===== config.mk =====
export PLATFORM = sky130hd
export DESIGN_NAME = pulse_oneshot
export DESIGN_NICKNAME = d
export VERILOG_FILES = /design/src/rtl/pulse_oneshot_pkg.sv /design/src/rtl/pulse_oneshot_regs.sv /design/src/rtl/pulse_oneshot_ctrl.sv /design/src/rtl/pulse_oneshot_dp.sv /design/src/rtl/pulse_oneshot.sv
export SDC_FILE = /design/constraint.sdc
export NUM_CORES = 1
export LEC_CHECK = 0
export ABC_CLOCK_PERIOD_IN_PS = 2300
export BUFFER_PORTS_ARGS = -buffer_cell sky130_fd_sc_hd__buf_2
export CAP_MARGIN = 20
export CORE_MARGIN = 4
export CORE_UTILIZATION = 50
export DETAILED_ROUTE_END_ITERATION = 6
export HOLD_SLACK_MARGIN = 0.12
export PLACE_DENSITY = 0.7
export SLEW_MARGIN = 20
export SYNTH_ARGS = -nofsm -noshare
export SYNTH_HDL_FRONTEND = slang
export SYNTH_SLANG_ARGS = --single-unit

===== constraint.sdc =====
create_clock -name clk -period 2.3 [get_ports clk]
set_input_delay 0.115 -clock clk [delete_from_list [all_inputs] [get_ports clk]]
set_output_delay 0.115 -clock clk [all_outputs]
set_load 0.02 [all_outputs]

===== src/rtl/pulse_oneshot_pkg.sv =====
package pulse_oneshot_pkg;

  localparam int ADDR_W = 2;
  localparam logic [2:0] OP_ONESHOT = 3'b101;

  typedef enum logic [1:0] {
    REG_MODE = 2'd0,
    REG_WLO  = 2'd1,
    REG_WHI  = 2'd2,
    REG_CFG  = 2'd3
  } regSel_e;

  // strobes from control to datapath
  typedef struct packed {
    logic load;  // reload width, clear prescaler
    logic run;   // advance prescaler, allow counter step
  } dpStrobe_t;

endpackage


===== src/rtl/pulse_oneshot_regs.sv =====
module pulse_oneshot_regs
  import pulse_oneshot_pkg::*;
#(
  parameter int DATA_W  = 8,
  parameter int SEL_W   = 4,
  localparam int CNT_W  = 2 * DATA_W,
  localparam int NBYTES = CNT_W / DATA_W
) (
  input  logic              clk,
  input  logic              rstN,
  input  logic              wrEn,
  input  logic [ADDR_W-1:0] wrAddr,
  input  logic [DATA_W-1:0] wrData,
  output logic              modeOn,
  output logic              polLow,
  output logic              edgeRise,
  output logic [SEL_W-1:0]  divSel,
  output logic [CNT_W-1:0]  width,
  output logic              flagClr
);

  logic [2:0]       opModeQ;
  logic             polQ;
  logic             altQ;
  logic             edgeQ;
  logic [SEL_W-1:0] divQ;
  logic [DATA_W-1:0] byteQ [NBYTES];

  logic wrMode, wrCfg;
  assign wrMode = wrEn && (wrAddr == REG_MODE);
  assign wrCfg  = wrEn && (wrAddr == REG_CFG);

  always_ff @(posedge clk or negedge rstN) begin
    if (!rstN) begin
      opModeQ <= '0;
      polQ    <= 1'b0;
      altQ    <= 1'b0;
    end else if (wrMode) begin
      opModeQ <= wrData[2:0];
      polQ    <= wrData[5];
      altQ    <= wrData[7];
    end
  end

  always_ff @(posedge clk or negedge rstN) begin
    if (!rstN) begin
      divQ  <= '0;
      edgeQ <= 1'b0;
    end else if (wrCfg) begin
      divQ  <= wrData[SEL_W-1:0];
      edgeQ <= wrData[4];
    end
  end

  for (genvar i = 0; i < NBYTES; i++) begin : g_wbyte
    logic hit;
    assign hit = wrEn && (wrAddr == ADDR_W'(int'(REG_WLO) + i));
    always_ff @(posedge clk or negedge rstN) begin
      if (!rstN)    byteQ[i] <= '0;
      else if (hit) byteQ[i] <= wrData;
    end
    assign width[i*DATA_W +: DATA_W] = byteQ[i];
  end

  assign modeOn   = (opModeQ == OP_ONESHOT) && !altQ;
  assign polLow   = polQ;
  assign edgeRise = edgeQ;
  assign divSel   = divQ;
  assign flagClr  = wrCfg && wrData[6];

  // a mode write is visible on the next cycle
  AST_MODE_WRITE: assert property (@(posedge clk) disable iff (!rstN)
    wrMode |=> (modeOn == ($past(wrData[2:0]) == OP_ONESHOT && !$past(wrData[7]))));

endmodule


===== src/rtl/pulse_oneshot_ctrl.sv =====
module pulse_oneshot_ctrl
  import pulse_oneshot_pkg::*;
#(
  parameter int SYNC_STAGES = 2
) (
  input  logic      clk,
  input  logic      rstN,
  input  logic      trigIn,
  input  logic      countEn,
  input  logic      modeOn,
  input  logic      polLow,
  input  logic      edgeRise,
  input  logic      flagClr,
  input  logic      tick,
  input  logic      cntZero,
  output dpStrobe_t strobe,
  output logic      pulseOut,
  output logic      underflowIrq,
  output logic      trigFlag
);

  logic [SYNC_STAGES-1:0] syncQ;
  logic trigNow, trigPrev;
  logic validEdge, underflow, activeQ;

  always_ff @(posedge clk or negedge rstN) begin
    if (!rstN) begin
      syncQ    <= '0;
      trigPrev <= 1'b0;
    end else begin
      syncQ    <= {syncQ[SYNC_STAGES-2:0], trigIn};
      trigPrev <= trigNow;
    end
  end

  assign trigNow   = syncQ[SYNC_STAGES-1];
  assign validEdge = edgeRise ? (trigNow && !trigPrev) : (!trigNow && trigPrev);
  assign underflow = tick && cntZero;

  assign strobe.load = modeOn && validEdge;
  assign strobe.run  = modeOn && activeQ && countEn;

  always_ff @(posedge clk or negedge rstN) begin
    if (!rstN)           activeQ <= 1'b0;
    else if (!modeOn)    activeQ <= 1'b0;
    else if (validEdge)  activeQ <= 1'b1;
    else if (underflow)  activeQ <= 1'b0;
  end

  always_ff @(posedge clk or negedge rstN) begin
    if (!rstN)          trigFlag <= 1'b0;
    else if (validEdge) trigFlag <= 1'b1;
    else if (flagClr)   trigFlag <= 1'b0;
  end

  always_ff @(posedge clk or negedge rstN) begin
    if (!rstN) underflowIrq <= 1'b0;
    else       underflowIrq <= underflow;
  end

  assign pulseOut = activeQ ^ polLow;

  AST_ENTRY_IDLE: assert property (@(posedge clk) disable iff (!rstN)
    $rose(modeOn) |-> (pulseOut == polLow));
  AST_TRIG_STARTS: assert property (@(posedge clk) disable iff (!rstN)
    strobe.load |=> activeQ);
  AST_UNDERFLOW_ENDS: assert property (@(posedge clk) disable iff (!rstN)
    (underflow && !validEdge) |=> !activeQ);
  AST_IRQ_SINGLE: assert property (@(posedge clk) disable iff (!rstN)
    underflowIrq |=> !underflowIrq);
  AST_EDGE_SETS_FLAG: assert property (@(posedge clk) disable iff (!rstN)
    validEdge |=> trigFlag);

endmodule


===== src/rtl/pulse_oneshot_dp.sv =====
module pulse_oneshot_dp
  import pulse_oneshot_pkg::*;
#(
  parameter int CNT_W = 16,
  parameter int SEL_W = 4,
  parameter int N_DIV = 10,
  localparam int PRE_W = N_DIV
) (
  input  logic             clk,
  input  logic             rstN,
  input  dpStrobe_t        strobe,
  input  logic [CNT_W-1:0] width,
  input  logic [SEL_W-1:0] divSel,
  output logic             tick,
  output logic             cntZero
);

  localparam logic [SEL_W-1:0] LAST_SEL = SEL_W'(N_DIV - 1);

  logic [SEL_W-1:0] selClamped;
  logic [PRE_W-1:0] preMask;
  logic [PRE_W-1:0] preQ;
  logic [CNT_W-1:0] cntQ;

  assign selClamped = (divSel > LAST_SEL) ? LAST_SEL : divSel;

  // mask of low prescaler bits that must all be ones for a tick
  for (genvar b = 0; b < PRE_W; b++) begin : g_mask
    assign preMask[b] = (int'(selClamped) >= b);
  end

  assign tick    = strobe.run && ((preQ & preMask) == preMask);
  assign cntZero = (cntQ == '0);

  always_ff @(posedge clk or negedge rstN) begin
    if (!rstN)            preQ <= '0;
    else if (strobe.load) preQ <= '0;
    else if (strobe.run)  preQ <= preQ + 1'b1;
  end

  always_ff @(posedge clk or negedge rstN) begin
    if (!rstN)            cntQ <= '0;
    else if (strobe.load) cntQ <= width;
    else if (tick)        cntQ <= cntZero ? width : (cntQ - 1'b1);
  end

  AST_HOLD_WHEN_STOPPED: assert property (@(posedge clk) disable iff (!rstN)
    (!strobe.run && !strobe.load) |=> $stable(cntQ));
  AST_LOAD_TAKES_WIDTH: assert property (@(posedge clk) disable iff (!rstN)
    strobe.load |=> (cntQ == $past(width)));
  AST_STEP_DOWN: assert property (@(posedge clk) disable iff (!rstN)
    (tick && !cntZero && !strobe.load) |=> (cntQ == $past(cntQ) - 1'b1));

endmodule


===== src/rtl/pulse_oneshot.sv =====
module pulse_oneshot
  import pulse_oneshot_pkg::*;
#(
  parameter int DATA_W      = 8,
  parameter int N_DIV       = 10,
  parameter int SYNC_STAGES = 2,
  localparam int CNT_W      = 2 * DATA_W,
  localparam int SEL_W      = 4
) (
  input  logic              clk,
  input  logic              rstN,
  input  logic              wrEn,
  input  logic [ADDR_W-1:0] wrAddr,
  input  logic [DATA_W-1:0] wrData,
  input  logic              countEn,
  input  logic              trigIn,
  output logic              pulseOut,
  output logic              underflowIrq,
  output logic              trigFlag
);

  logic             modeOn, polLow, edgeRise, flagClr, tick, cntZero;
  logic [SEL_W-1:0] divSel;
  logic [CNT_W-1:0] width;
  dpStrobe_t        strobe;

  pulse_oneshot_regs #(.DATA_W(DATA_W), .SEL_W(SEL_W)) u_regs (
    .clk(clk), .rstN(rstN), .wrEn(wrEn), .wrAddr(wrAddr), .wrData(wrData),
    .modeOn(modeOn), .polLow(polLow), .edgeRise(edgeRise), .divSel(divSel),
    .width(width), .flagClr(flagClr)
  );

  pulse_oneshot_ctrl #(.SYNC_STAGES(SYNC_STAGES)) u_ctrl (
    .clk(clk), .rstN(rstN), .trigIn(trigIn), .countEn(countEn),
    .modeOn(modeOn), .polLow(polLow), .edgeRise(edgeRise), .flagClr(flagClr),
    .tick(tick), .cntZero(cntZero), .strobe(strobe), .pulseOut(pulseOut),
    .underflowIrq(underflowIrq), .trigFlag(trigFlag)
  );

  pulse_oneshot_dp #(.CNT_W(CNT_W), .SEL_W(SEL_W), .N_DIV(N_DIV)) u_dp (
    .clk(clk), .rstN(rstN), .strobe(strobe), .width(width), .divSel(divSel),
    .tick(tick), .cntZero(cntZero)
  );

endmodule


==> metrics.md <==
| Metric | Value |
|---|---|
| CP endpoint | u_dp.cntQ[2] |
| Drt first-iter violations | 131 |
| Met3 Use GR | 5.10% |
| CP endpoint kind | flop |
| Slew margin rel. | 48.7% |
| Internal | 2.17 mW |
| RSZ-0062 raised after global routing | no |
| Clk sinks | 58 |
| Delay of the slowest cell on the worst path | 0.48 ns |
| Root buffer cell | clkbuf_8 |
| Core area | 5570 sq um |
| HPWL after DPL | 4.58 mm |
| Final worst path period share | 96.2% |
| Inst Count DP | 372 |
| First-pass GRT wire length | 11.2 mm |
| Detail Route Antenna Nets | 0 |
| Vias in the first global route | 2345 |
| Die area | 7080 sq um |
| Clk_skew | 0.00833 ns |
| Final hold viol count | 0 |
| Cell Pwr Density | 891 nW/um^2 |
| Total grt overflow | 0 |
| Finished Layout Cells | 397 |
| Fin util | 62.7% |
| Mapped Cells | 274 |
| Comb power frac | 22.9% |
| Cell breakdown of the critical path | nor4bb_1, nand4_1, or4b_1, buf_4, o211a_1, a221o_1 |
| Most common cell after layout, fill and taps aside | dfrtp_1 |
| Port bufs | 17 |
| Sw Pwr | 947 uW |
| Synthesized area per cell | 10.6 sq um |
| H-tree depth | 3 |
| Clock-pin slew on the worst setup and hold paths | 0.06 ns |
| Leak | 1.57 nW |
| Die width | 84.1 um |
| Register bit count reported by yosys | 58 |
| Die Y | 84.1 um |
| Crit path time final | 2.21 ns |
| Residual DRC count | 0 |
| Top cell type's share of synthesized area | 50.1% |
| F_max | 0.452 GHz |
| First drt pass iteration count | 5 |
| Worst Reg-to-Reg Cells | 6 |
| RR Endpoint | u_dp.cntQ[2] |
| Max Cap Viol | 0 |
| Yosys warning count | 0 |
| HP Class | in -> reg |
| Final WS setup | 0.0870 ns |
| Peak supply drop | 0.542 mV |
| Layout Nets | 340 |
| Async S/R FF share, synth | 100% |
| Register area | 1450 sq um |
| Most used routing layer in global routing | met2 |
| Worst slew pin tran | 0.768 ns |
| Drt via density | 5.86 |
| Final setup violation count | 0 |
| Worst setup path class | reg -> reg |
| Pre-CTS WS | 0.0539 ns |
| CP startpoint | u_regs.opModeQ[1] |
| Fin. max-slew vios | 0 |
| Crit path DAT | 2.43 ns |
| Hold_ws | 0.285 ns |
| Pwr Total | 3.12 mW |
| Sequential share of the synthesized area | 50.1% |
| Antenna violations before repair | 0 |
| Crit path max fanout | 10 |
| Tot GR Track Use | 20.0% |
| Reg power frac | 47.8% |
| P&R area growth vs syn | 20.6% |
| Clock power frac | 29.3% |
| Post-synth EDFFs | 0 |
| Multi-input logic area | 1380 sq um |
| Startpoint Class | flop |
| Fillers | 462 |
| CP max stage cell | or4b_1 |
| Top_reg_cell synth | dfrtp_1 |
| Design Area, Final | 3500 sq um |
| Top-level port count | 18 |
| Skew-Pair Late Insertion Delay | 0.33 ns |
| Outcome | completed |
| Layout cells sized above 1 | 26.5% |
| Synthesized Nets | 292 |
| Antenna diode count | 0 |
| Placed Area | 3180 sq um |
| CTS tree | done |
| Setup TNS Final | 0 ns |
| Final WL | 6.63 mm |
| Row count | 27 |
| Most frequent cells in the layout | dfrtp_1, nor2_1, mux2_2 |
| FF-to-FF Start | u_regs.opModeQ[1] |
| GR Layer Usage met1 | 27.4% |
| Synth unique cells | 52 |
| Placer congestion estimate | 0.842 |
| Largest net degree at the start of global routing | 59 |
| Starting density of the core | 52.0% |
| Req. time, crit path | 2.52 ns |
| Switching share of power | 30.4% |
| Top post-synthesis cells by area | dfrtp_1, mux2_2, nor2_1 |
| Synthesized area | 2900 sq um |
| Number of buffers created by CTS | 9 |
| Yosys top cell by area | dfrtp_1 |
| Met2 Use GR | 30.2% |
| Routed vias | 2326 |
| R2r setup slk | 0.09 ns |
| Routed len/inst | 16.7 um |
| CTS max path bufs | 2 |
## state kept, by name, indices dropped and copies added, names as in the netlist
signal,flops
u_ctrl.activeQ,1
u_ctrl.syncQ,2
u_ctrl.trigFlag,1
u_ctrl.trigPrev,1
u_ctrl.underflowIrq,1
u_dp.cntQ,16
u_dp.preQ,10
u_regs.altQ,1
u_regs.divSel,4
u_regs.edgeRise,1
u_regs.opModeQ,3
u_regs.polLow,1
u_regs.width,16
## cells in the mapped netlist (2+ instances only)
library cell and number:
a211oi_1 2, a21oi_1 18, a221o_1 10, and3_1 2
and3b_1 2, buf_6 2, clkbuf_1 6, dfrtp_1 58
ha_1 3, inv_1 8, mux2_2 24, nand2_1 22
nand3_1 7, nand3b_1 3, nand4_1 5, nor2_1 28
nor3_1 8, nor3b_1 2, nor4_1 6, o211a_1 3
o21ai_0 11, o22ai_1 2, o31ai_1 3, or2_2 3
or3_1 3, xor2_1 7
## worst min-delay path by stage
stage	startpoint	end	slack, ns	cells after the start
global placement	rstN	u_dp.cntQ[4]	0.14	2
CTS	wrAddr[1]	u_regs.altQ	0.27	3
floorplan	rstN	u_ctrl.activeQ	-0.18	0
finish	wrAddr[0]	u_regs.altQ	0.29	3
detailed placement	rstN	u_dp.cntQ[13]	0.14	2
global route	wrAddr[0]	u_regs.opModeQ[0]	0.29	3
## metal layers
| metal | share of wire [%] | up-vias |
|---|---|---|
| li1 | - | 1117 |
| met1 | 47 | 1127 |
| met2 | 45 | 68 |
| met3 | 5.6 | 14 |
| met4 | 1.8 | 0 |
| met5 | 0 | - |
## repair_timing
action,in CTS,in global routing
hold buffers,10,0
buffers inserted,0,1
endpoints found under the setup margin,0,14
endpoints found under the hold margin,85,0
gates resized for setup,0,3
## layout make-up
cell class	instances	area share, %
Inverter	8	0.859
Timing Repair Buffer	46	10.1
Multi-Input combinational cell	199	39.5
Clock inverter	3	1.14
Tap cell	72	2.58
Clock buffer	11	4.33
Sequential cell	58	41.5
## power by group through the flow
| stage | Sequential, mW | Combinational (mW) | Clock (mW) |
|---|---|---|---|
| finish | 1.49 | 0.715 | 0.913 |
| global route | 1.52 | 0.807 | 0.989 |
| CTS | 1.48 | 0.711 | 0.936 |
| detailed placement | 1.49 | 0.694 | 0 |
| global placement | 1.48 | 0.670 | 0 |
| floorplan | 1.42 | 0.513 | 0 |
## worst max-delay path: cells and delay by family, from the launching register on
kind	cells	cell delay (ns)
simple gates	3	1.02
compound gates	2	0.48
buf+inv	1	0.20
flops	1	0.40
## logic make-up after synthesis
kind of cell | count (synthesis) | synth area share, %
and+or+nand+nor | 104 | 19.2
AOI/OAI and AO/OA | 59 | 14.5
DFF | 58 | 50.1
muxes | 25 | 9.67
buffers and inverters | 17 | 2.85
xor gates and xnor gates | 8 | 2.42
adders and majority gates | 3 | 1.29
Note: power is estimated with default switching activity, not from simulation.
